$ cat config.mk
export PLATFORM = sky130hd
export DESIGN_NAME = rotshift_unit
export DESIGN_NICKNAME = d
export VERILOG_FILES = /design/src/rtl/rsu_pkg.sv /design/src/rtl/rsu_decode.sv /design/src/rtl/rsu_barrel.sv /design/src/rtl/rsu_flags.sv /design/src/rtl/rotshift_unit.sv
export SDC_FILE = /design/constraint.sdc
export NUM_CORES = 1
export LEC_CHECK = 0
export ABC_AREA = 0
export CELL_PAD_IN_SITES_DETAIL_PLACEMENT = 1
export CELL_PAD_IN_SITES_GLOBAL_PLACEMENT = 2
export CORE_AREA = 2 2 124 126
export DETAILED_ROUTE_END_ITERATION = 10
export DIE_AREA = 0 0 126 128
export PLACE_DENSITY = 0.86
export SLEW_MARGIN = 25
export SYNTH_ARGS = -nofsm -noshare
export SYNTH_HDL_FRONTEND = slang
export SYNTH_HIERARCHICAL = 1
export SYNTH_SLANG_ARGS = --single-unit
$ cat constraint.sdc
create_clock -name clk -period 5.7 [get_ports clk]
set_input_delay 1.14 -clock clk [delete_from_list [all_inputs] [get_ports clk]]
set_output_delay 1.14 -clock clk [all_outputs]
set_load 0.02 [all_outputs]
$ cat src/rtl/rsu_pkg.sv
package rsu_pkg;

  typedef enum logic [1:0] {
    FILL_WRAP  = 2'd0,
    FILL_ZERO  = 2'd1,
    FILL_CARRY = 2'd2,
    FILL_SIGN  = 2'd3
  } fill_e;

  typedef struct packed {
    logic  active;      // code lies in the shift group
    logic  mirror_in;   // bit-reverse operand before the shifter
    logic  mirror_out;  // bit-reverse shifter output
    fill_e fill;        // source of vacated bits
    logic  c_from_msb;  // carry taken from D msb (else lsb)
  } rsu_ctl_t;

  localparam int unsigned GROUP_SIZE = 8;

endpackage

$ cat src/rtl/rsu_decode.sv
module rsu_decode
  import rsu_pkg::*;
#(
  parameter int OP_W    = 6,
  parameter int OP_BASE = 8
) (
  input  logic [OP_W-1:0] op,
  output rsu_ctl_t        ctl
);
  localparam int SEL_W = $clog2(GROUP_SIZE);

  logic [OP_W-1:0]  rel;
  logic [SEL_W-1:0] sel;

  always_comb begin
    rel = op - OP_W'(OP_BASE);
    sel = rel[SEL_W-1:0];
    ctl = '{active: 1'b0, mirror_in: 1'b0, mirror_out: 1'b0,
            fill: FILL_WRAP, c_from_msb: 1'b0};
    if ((int'(op) >= OP_BASE) && (int'(op) < OP_BASE + int'(GROUP_SIZE))) begin
      ctl.active = 1'b1;
      case (sel)
        3'd0: ctl.fill = FILL_WRAP;                       // rotate right
        3'd1: begin                                       // rotate left
          ctl.mirror_in = 1'b1; ctl.mirror_out = 1'b1;
          ctl.fill = FILL_WRAP; ctl.c_from_msb = 1'b1;
        end
        3'd2: ctl.fill = FILL_ZERO;                       // shift right
        3'd3: begin                                       // shift left
          ctl.mirror_in = 1'b1; ctl.mirror_out = 1'b1;
          ctl.fill = FILL_ZERO; ctl.c_from_msb = 1'b1;
        end
        3'd4: ctl.fill = FILL_CARRY;                      // carry-fill right
        3'd5: begin                                       // carry-fill left
          ctl.mirror_in = 1'b1; ctl.mirror_out = 1'b1;
          ctl.fill = FILL_CARRY; ctl.c_from_msb = 1'b1;
        end
        3'd6: ctl.fill = FILL_SIGN;                       // arithmetic right
        default: begin                                    // reverse
          ctl.mirror_in = 1'b1; ctl.fill = FILL_ZERO;
        end
      endcase
    end
  end
endmodule

$ cat src/rtl/rsu_barrel.sv
module rsu_barrel #(
  parameter int W  = 32,
  parameter int CW = $clog2(W)
) (
  input  logic [W-1:0]  din,
  input  logic [CW-1:0] amt,
  input  logic          wrap,
  input  logic          fill_bit,
  output logic [W-1:0]  dout
);
  logic [W-1:0] stg [0:CW];

  assign stg[0] = din;

  for (genvar k = 0; k < CW; k++) begin : g_stage
    localparam int SH = 1 << k;
    logic [W-1:0] moved;
    always_comb begin
      moved = stg[k] >> SH;
      for (int b = 0; b < SH; b++) begin
        moved[W-SH+b] = wrap ? stg[k][b] : fill_bit;
      end
    end
    assign stg[k+1] = amt[k] ? moved : stg[k];
  end

  assign dout = stg[CW];
endmodule

$ cat src/rtl/rsu_flags.sv
module rsu_flags #(
  parameter int W = 32
) (
  input  logic         active,
  input  logic         c_from_msb,
  input  logic [W-1:0] dst,
  input  logic [W-1:0] res,
  input  logic         c_in,
  input  logic         z_in,
  output logic         c_out,
  output logic         z_out
);
  always_comb begin
    if (active) begin
      c_out = c_from_msb ? dst[W-1] : dst[0];
      z_out = ~|res;
    end else begin
      c_out = c_in;
      z_out = z_in;
    end
  end
endmodule

$ cat src/rtl/rotshift_unit.sv
module rotshift_unit
  import rsu_pkg::*;
#(
  parameter int DATA_W  = 32,
  parameter int OP_W    = 6,
  parameter int OP_BASE = 8,
  parameter bit OUT_REG = 1'b1
) (
  input  logic              clk,
  input  logic              rst,
  input  logic [OP_W-1:0]   op_i,
  input  logic [DATA_W-1:0] dst_i,
  input  logic [DATA_W-1:0] src_i,
  input  logic              c_i,
  input  logic              z_i,
  output logic [DATA_W-1:0] res_o,
  output logic              c_o,
  output logic              z_o
);
  localparam int CNT_W = $clog2(DATA_W);

  rsu_ctl_t          ctl;
  logic [CNT_W-1:0]  amt;
  logic [DATA_W-1:0] sh_in, sh_out, mir_out, comb_res;
  logic              fill_bit, comb_c, comb_z;

  rsu_decode #(.OP_W(OP_W), .OP_BASE(OP_BASE)) u_dec (
    .op (op_i),
    .ctl(ctl)
  );

  assign amt = src_i[CNT_W-1:0];

  always_comb begin
    for (int i = 0; i < DATA_W; i++) begin
      sh_in[i] = ctl.mirror_in ? dst_i[DATA_W-1-i] : dst_i[i];
    end
    case (ctl.fill)
      FILL_CARRY: fill_bit = c_i;
      FILL_SIGN:  fill_bit = dst_i[DATA_W-1];
      default:    fill_bit = 1'b0;
    endcase
  end

  rsu_barrel #(.W(DATA_W), .CW(CNT_W)) u_bar (
    .din     (sh_in),
    .amt     (amt),
    .wrap    (ctl.fill == FILL_WRAP),
    .fill_bit(fill_bit),
    .dout    (sh_out)
  );

  always_comb begin
    for (int i = 0; i < DATA_W; i++) begin
      mir_out[i] = ctl.mirror_out ? sh_out[DATA_W-1-i] : sh_out[i];
    end
    comb_res = ctl.active ? mir_out : dst_i;
  end

  rsu_flags #(.W(DATA_W)) u_flg (
    .active    (ctl.active),
    .c_from_msb(ctl.c_from_msb),
    .dst       (dst_i),
    .res       (comb_res),
    .c_in      (c_i),
    .z_in      (z_i),
    .c_out     (comb_c),
    .z_out     (comb_z)
  );

  if (OUT_REG) begin : g_reg
    always_ff @(posedge clk) begin
      if (rst) begin
        res_o <= '0;
        c_o   <= 1'b0;
        z_o   <= 1'b0;
      end else begin
        res_o <= comb_res;
        c_o   <= comb_c;
        z_o   <= comb_z;
      end
    end

    logic in_group;
    assign in_group = (int'(op_i) >= OP_BASE) && (int'(op_i) < OP_BASE + int'(GROUP_SIZE));

    // zero flag mirrors the registered result
    p_zero_flag_r8: assert property (@(posedge clk) disable iff (rst)
      in_group |=> (z_o == (res_o == '0)));

    // rotate right carry is the old lsb, also for a zero count
    p_ror_carry_r3: assert property (@(posedge clk) disable iff (rst)
      (op_i == OP_W'(OP_BASE)) |=> (c_o == $past(dst_i[0])));

    // rotations keep the number of ones
    p_rot_ones_r3: assert property (@(posedge clk) disable iff (rst)
      ((op_i == OP_W'(OP_BASE)) || (op_i == OP_W'(OP_BASE + 1)))
      |=> ($countones(res_o) == $countones($past(dst_i))));

    // a nonzero logical right shift clears the msb
    p_shr_msb_r4: assert property (@(posedge clk) disable iff (rst)
      ((op_i == OP_W'(OP_BASE + 2)) && (amt != '0)) |=> (res_o[DATA_W-1] == 1'b0));

    // codes outside the group pass operand and flags
    p_idle_pass_r10: assert property (@(posedge clk) disable iff (rst)
      !in_group |=> ((res_o == $past(dst_i)) && (c_o == $past(c_i)) && (z_o == $past(z_i))));
  end else begin : g_comb
    assign res_o = comb_res;
    assign c_o   = comb_c;
    assign z_o   = comb_z;
  end
endmodule

==> results of run 1 <==
==> power groups by stage <==
stage | Sequential [mW] | Combinational, mW | Clock [mW]
finish | 0.259 | 0.514 | 0.280
global route | 0.260 | 0.547 | 0.296
CTS | 0.259 | 0.505 | 0.285
detailed placement | 0.265 | 0.502 | 0
global placement | 0.264 | 0.492 | 0
floorplan | 0.286 | 0.308 | 0
==> metal layers <==
metal,vias up,track usage
met4,0,0.0640
met2,217,0.332
met5,-,0
met1,2191,0.260
met3,29,0.0442
li1,2033,-
==> per-stage QoR <==
stage	hold slack (ns)	setup WS, ns
2_1_floorplan	1.36	1.08
3_3_place_gp	1.85	0.173
3_5_place_dp	1.85	0.0104
4_1_cts	1.56	0.303
5_1_grt	1.60	0.0828
6_report	1.57	0.275
==> area by class of cell <==
class                           count  area, µm²
Sequential cell                    34        681
Multi-Input combinational cell    410       3470
Clock buffer                        6        139
Fill cell                        1748       9400
Inverter                            4       15.0
Tap cell                          188        235
Timing Repair Buffer               94        908
Clock inverter                      2       12.5
==> worst paths after layout <==
kind              endpoint  cells after the start  startpoint  slack (ns)
setup / recovery       z_o                     16     op_i[5]        0.28
hold / removal         z_o                      4         z_i        1.57
==> state kept, by name, summed over array words and instances, names as in the netlist <==
| signal | count |
|---|---|
| res_o | 32 |
| c_o | 1 |
| z_o | 1 |
==> worst min-delay path: stages <==
cell and delay, ns:
clkdlybuf4s50_1 0.40, nand2b_1 0.09, o31ai_2 0.06, nor2b_1 0.12
==> placed cells by master (no fill, tap or decap), drive strengths merged, types with 2 or more instances in the layout <==
master         Yosys  routed
clkdlybuf4s50      0      78
mux2i             63      63
a21oi             57      57
nor2              56      56
mux2              50      50
a211oi            36      36
mux4              35      35
dfxtp             34      34
o21ai             26      26
nand2             20      20
buf               31      16
nor4               8       8
a21o               7       7
clkbuf            21       6
o22ai              5       5
a221oi             5       5
o22a               5       5
nor2b              4       4
inv                4       4
and2               4       4
nand2b             3       3
a31oi              3       3
a32oi              3       3
a211o              2       2
o211ai             2       2
nand4              2       2
or2                2       2
and3               2       2
==> kinds of logic (layout without fill, tap and decap cells) <==
| family | count (synthesis) | after routing | synth area share |
|---|---|---|---|
| simple gates | 106 | 106 | 0.110 |
| buf+inv | 56 | 106 | 0.0767 |
| flops | 34 | 34 | 0.152 |
| compound gates | 156 | 156 | 0.219 |
| mux | 148 | 148 | 0.443 |
==> what timing repair did <==
action | 4_1_cts | 5_1_grt
hold endpoints to repair | 0 | 0
setup buffers | 0 | 0
hold buffers | 0 | 0
gates resized for setup | 0 | 1
endpoints found under the setup margin | 0 | 1
==> impl_metrics.ini, run 1 <==
[route]
drt-pass1-iter-count = 7
first_iter_violations = 437
wl_per_cell_um = 22.4
wl_met3_mm = 1.29
drc = 0
ant_nets = 0
vias = 4470
met2_length_mm = 7.69
viasPerCell = 6.06
top_layer = met4
totalWireLength_mm = 16.6
wl_met1_mm = 7.07

[synth]
synth.top_cell.area_share = 0.171
yosys_warnings = 6
synth_nets = 574
synth_cell_types = 46
ys.flop_type = dfxtp_1
yosysSeqAreaShare = 0.152
synthCells = 500
synthArstFlopShare = 0
synth_area_per_cell_um2 = 8.97
syn_area_mm2 = 0.00449
synth-edff-count = 0
synthTopCellsByCount = mux2i_1 (63), a21oi_1 (57), nor2_1 (56)
ys_ff_latch = 34
yosysMostFrequentCell = mux2i_1
synthTopCellsByArea = mux4_2 (17%), dfxtp_1 (15%), mux2i_1 (14%), mux2_2 (12%), a21oi_1 (6.4%)
yosys.area.top_type = mux4_2

[critical_path]
critPathArrivalTime_ns = 5.64
path_cells = clkdlybuf4s50_1 -> nor3b_4 -> and2_2 -> buf_12 -> mux2_2 -> mux4_2 -> mux2i_1 -> nand2_1 -> o211ai_1 -> o21ai_0 -> mux2i_1 -> a21oi_1 -> nor4b_2 -> nand4_1 -> o31ai_2 -> nor2b_1
crit_slowest_cell = mux4_2
path_class = primary input to register
cp_max_fo = 32
start_kind = primary input
crit_family = multiplexers
worstPathRequired_ns = 5.92
cpMostUsedCell = mux2i_1
max_stage_delay_ns = 0.50
crit_buf_inv = 2
end_kind = register

[layout]
fin_area_mm2 = 0.00546
final_core_util = 0.367
instances_no_fill = 738
area_growth_pct = 21.7
diodes = 0
drive_above_1_share = 0.207
nets = 623

[clock_network]
cts_max_level = 2
numClockSinks = 34
path_clk_slew_ns = 0.05
cts_tree = done
cts_inserted_buffers = 5
cts_root_buffer = clkbuf_16
clockBufferDepth = 2

[placement]
gp_congestion = 0.985
dp_hpwl_mm = 13.1
port_buffers = 80
post-place-cells = 730
place_area_mm2 = 0.00530

[global_route]
antenna_found_initial = 0
grtUsageTotal = 0.200
grt_max_degree = 102
grt_pass1_wl_mm = 25.4
globalRouteOverflowTotal = 0
grt_pass1_vias = 4416

[power_and_ir_drop]
pwr-share-seq = 0.246
leakage_nw = 1.91
p_clk_frac = 0.266
p_switching_mw = 0.403
internal-power_mw = 0.649
power_density_mw_per_mm2 = 193
power_mw = 1.05
ir_drop_mv = 0.0887
swShare = 0.383
p_comb_frac = 0.488

[sta]
final_max_slew_viol_count = 0
slew_headroom = 0.341
tightest_slew_ns = 0.989
timing.final.crit_share = 0.952
rsz0062_at_grt = false
finalHoldViolations = 0
fmax_ghz = 0.184
finalCriticalPeriod_ns = 5.42
fin_tns_setup_ns = 0
setup_viol = 0

[run_status]
status = complete, no violations

[floorplan]
core_area_mm2 = 0.0149
start_util = 0.302
ios = 108
num_rows = 45
die_h_um = 128
die_width_um = 126
die_area_mm2 = 0.0161

[hold_path]
hold_class = primary input to register

[flow_run]
maxCapViolations = 0
Note: power is estimated with default switching activity, not from simulation.
==> run 2: changes to the inputs <==
--- a/config.mk
+++ b/config.mk
@@ -9,6 +9,7 @@
 export CELL_PAD_IN_SITES_DETAIL_PLACEMENT = 1
 export CELL_PAD_IN_SITES_GLOBAL_PLACEMENT = 2
 export CORE_AREA = 2 2 124 126
+export CTS_BUF_LIST = sky130_fd_sc_hd__clkbuf_4 sky130_fd_sc_hd__clkbuf_8 sky130_fd_sc_hd__clkbuf_16
 export DETAILED_ROUTE_END_ITERATION = 10
 export DIE_AREA = 0 0 126 128
 export PLACE_DENSITY = 0.86
==> results of run 2 <==
Same layout as run 1: the final DEF is identical, and so are final timing and power.
==> run 3: changes to the inputs <==
--- a/config.mk
+++ b/config.mk
@@ -9,7 +9,7 @@
 export CELL_PAD_IN_SITES_DETAIL_PLACEMENT = 1
 export CELL_PAD_IN_SITES_GLOBAL_PLACEMENT = 2
 export CORE_AREA = 2 2 124 126
-export CTS_BUF_LIST = sky130_fd_sc_hd__clkbuf_4 sky130_fd_sc_hd__clkbuf_8 sky130_fd_sc_hd__clkbuf_16
+export CTS_BUF_LIST = sky130_fd_sc_hd__clkbuf_16
 export DETAILED_ROUTE_END_ITERATION = 10
 export DIE_AREA = 0 0 126 128
 export PLACE_DENSITY = 0.86
==> impl_metrics.ini, run 3 (synthesis gave the netlist of run 1 again) <==
[floorplan]
ios = 108
core_area_mm2 = 0.0149
die_width_um = 126
num_rows = 45
die_h_um = 128
die_area_mm2 = 0.0161
start_util = 0.302

[global_route]
grt_pass1_vias = 4406
grtUsageTotal = 0.200
globalRouteOverflowTotal = 0
antenna_found_initial = 0
grt_pass1_wl_mm = 25.4
grt_max_degree = 102

[run_status]
status = complete, no violations

[layout]
drive_above_1_share = 0.205
nets = 623
final_common_cell = clkdlybuf4s50_1
top_register = res_o
nFillCells = 1749
reg.largest.list = res_o: 32 flops, c_o: 1 flops, z_o: 1 flops
mostFrequentLayoutCells = clkdlybuf4s50_1 (78), mux2i_1 (63), a21oi_1 (57)
largest_reg_flops = 32
diodes = 0
area_growth_pct = 21.5

[route]
drc = 0
viasPerCell = 6.05
first_iter_violations = 385
ant_nets = 0
vias = 4462
totalWireLength_mm = 16.5
drt-pass1-iter-count = 7
wl_per_cell_um = 22.4

[sta]
finalCriticalPeriod_ns = 5.42
timing.final.crit_share = 0.950
rsz0062_at_grt = false
tightest_slew_ns = 0.992
hold-worst-slack_ns = 1.57
fmax_ghz = 0.185
final_max_slew_viol_count = 0
fin_tns_setup_ns = 0
setup_viol = 0
slew_headroom = 0.339
finalHoldViolations = 0

[critical_path]
cp_max_fo = 32
setup.worst_path.start = op_i[5]
path_class = primary input to register
end_kind = register
critPathArrivalTime_ns = 5.63
worstPathRequired_ns = 5.92
critical_path.endpoint = z_o
start_kind = primary input

[clock_network]
cts_root_buffer = clkbuf_16
path_clk_slew_ns = 0.05
numClockSinks = 34
cts_inserted_buffers = 5
cts_max_level = 2
cts_hold_buf = 0
cts_tree = done
clockBufferDepth = 2

[flow_run]
maxCapViolations = 0

[placement]
dp_hpwl_mm = 13.1
gp_congestion = 0.985
port_buffers = 80

[hold_path]
hold_start = z_i
hold_class = primary input to register

[power_and_ir_drop]
ir_drop_mv = 0.0887
power_density_mw_per_mm2 = 190
leakage_nw = 1.91
==> run 3: cell types whose count changed in the layout (fill, tap and decap cells not counted) <==
cell and change:
clkbuf_8 -1, clkinv_1 +1
==> run 3: report_power, final <==
| group | switching (mW) | internal (mW) |
|---|---|---|
| clock | 0.104 | 0.159 |
| sequential | 0.00415 | 0.255 |
| combinational | 0.292 | 0.221 |
==> run 3: how the worst min path moves through the flow <==
stage | cells past startpoint | slack, ns | to
floorplan | 2 | 1.36 | res_o[0]
global placement | 3 | 1.85 | res_o[5]
detailed placement | 3 | 1.85 | res_o[11]
CTS | 3 | 1.56 | res_o[11]
global route | 3 | 1.60 | res_o[27]
finish | 4 | 1.57 | z_o
==> run 3: metrics by stage <==
stage	worst slack, ns	utilization	instances	power, mW	instance area [µm²]
finish	0.284	0.367	738	1.04	5450
detailed placement	0.0104	0.357	730	0.767	5300
global placement	0.173	0.357	730	0.756	5300
global route	0.0831	0.367	738	1.09	5450
CTS	0.304	0.366	738	1.04	5440
floorplan	1.08	-	500	0.594	4490
==> run 3: worst max-delay path: stages <==
cell	delay (ns)
clkdlybuf4s50_1	0.44
nor3b_4	0.24
and2_2	0.20
buf_12	0.20
mux2_2	0.43
mux4_2	0.49
o22ai_1	0.41
a21o_1	0.21
o21ai_0	0.25
mux2i_1	0.36
a21oi_1	0.13
nor4b_2	0.45
nand4_1	0.25
o31ai_2	0.24
nor2b_1	0.15
==> run 3: area by class of cell <==
type / instances / area [µm²] / share of cell area
sequential: 34 / 681 / 0.125
timing repair buffer: 94 / 908 / 0.167
clock buffer: 5 / 125 / 0.0230
clock inverter: 3 / 16.3 / 0.00298
tap: 188 / 235 / 0.0432
multi-input combinational: 410 / 3470 / 0.637
inverter: 4 / 15.0 / 0.00275
==> run 3: metal layers <==
layer | GRT usage | vias up | share of wire
met3 | 0.0422 | 32 | 0.074
li1 | - | 2042 | -
met4 | 0.0653 | 0 | 0.033
met2 | 0.331 | 199 | 0.46
met5 | 0 | - | 0
met1 | 0.261 | 2189 | 0.43
==> run 3: timing repair <==
action | 4_1_cts | 5_1_grt
gates resized for setup | 0 | 1
setup buffers | 0 | 0
endpoints found under the setup margin | 0 | 1
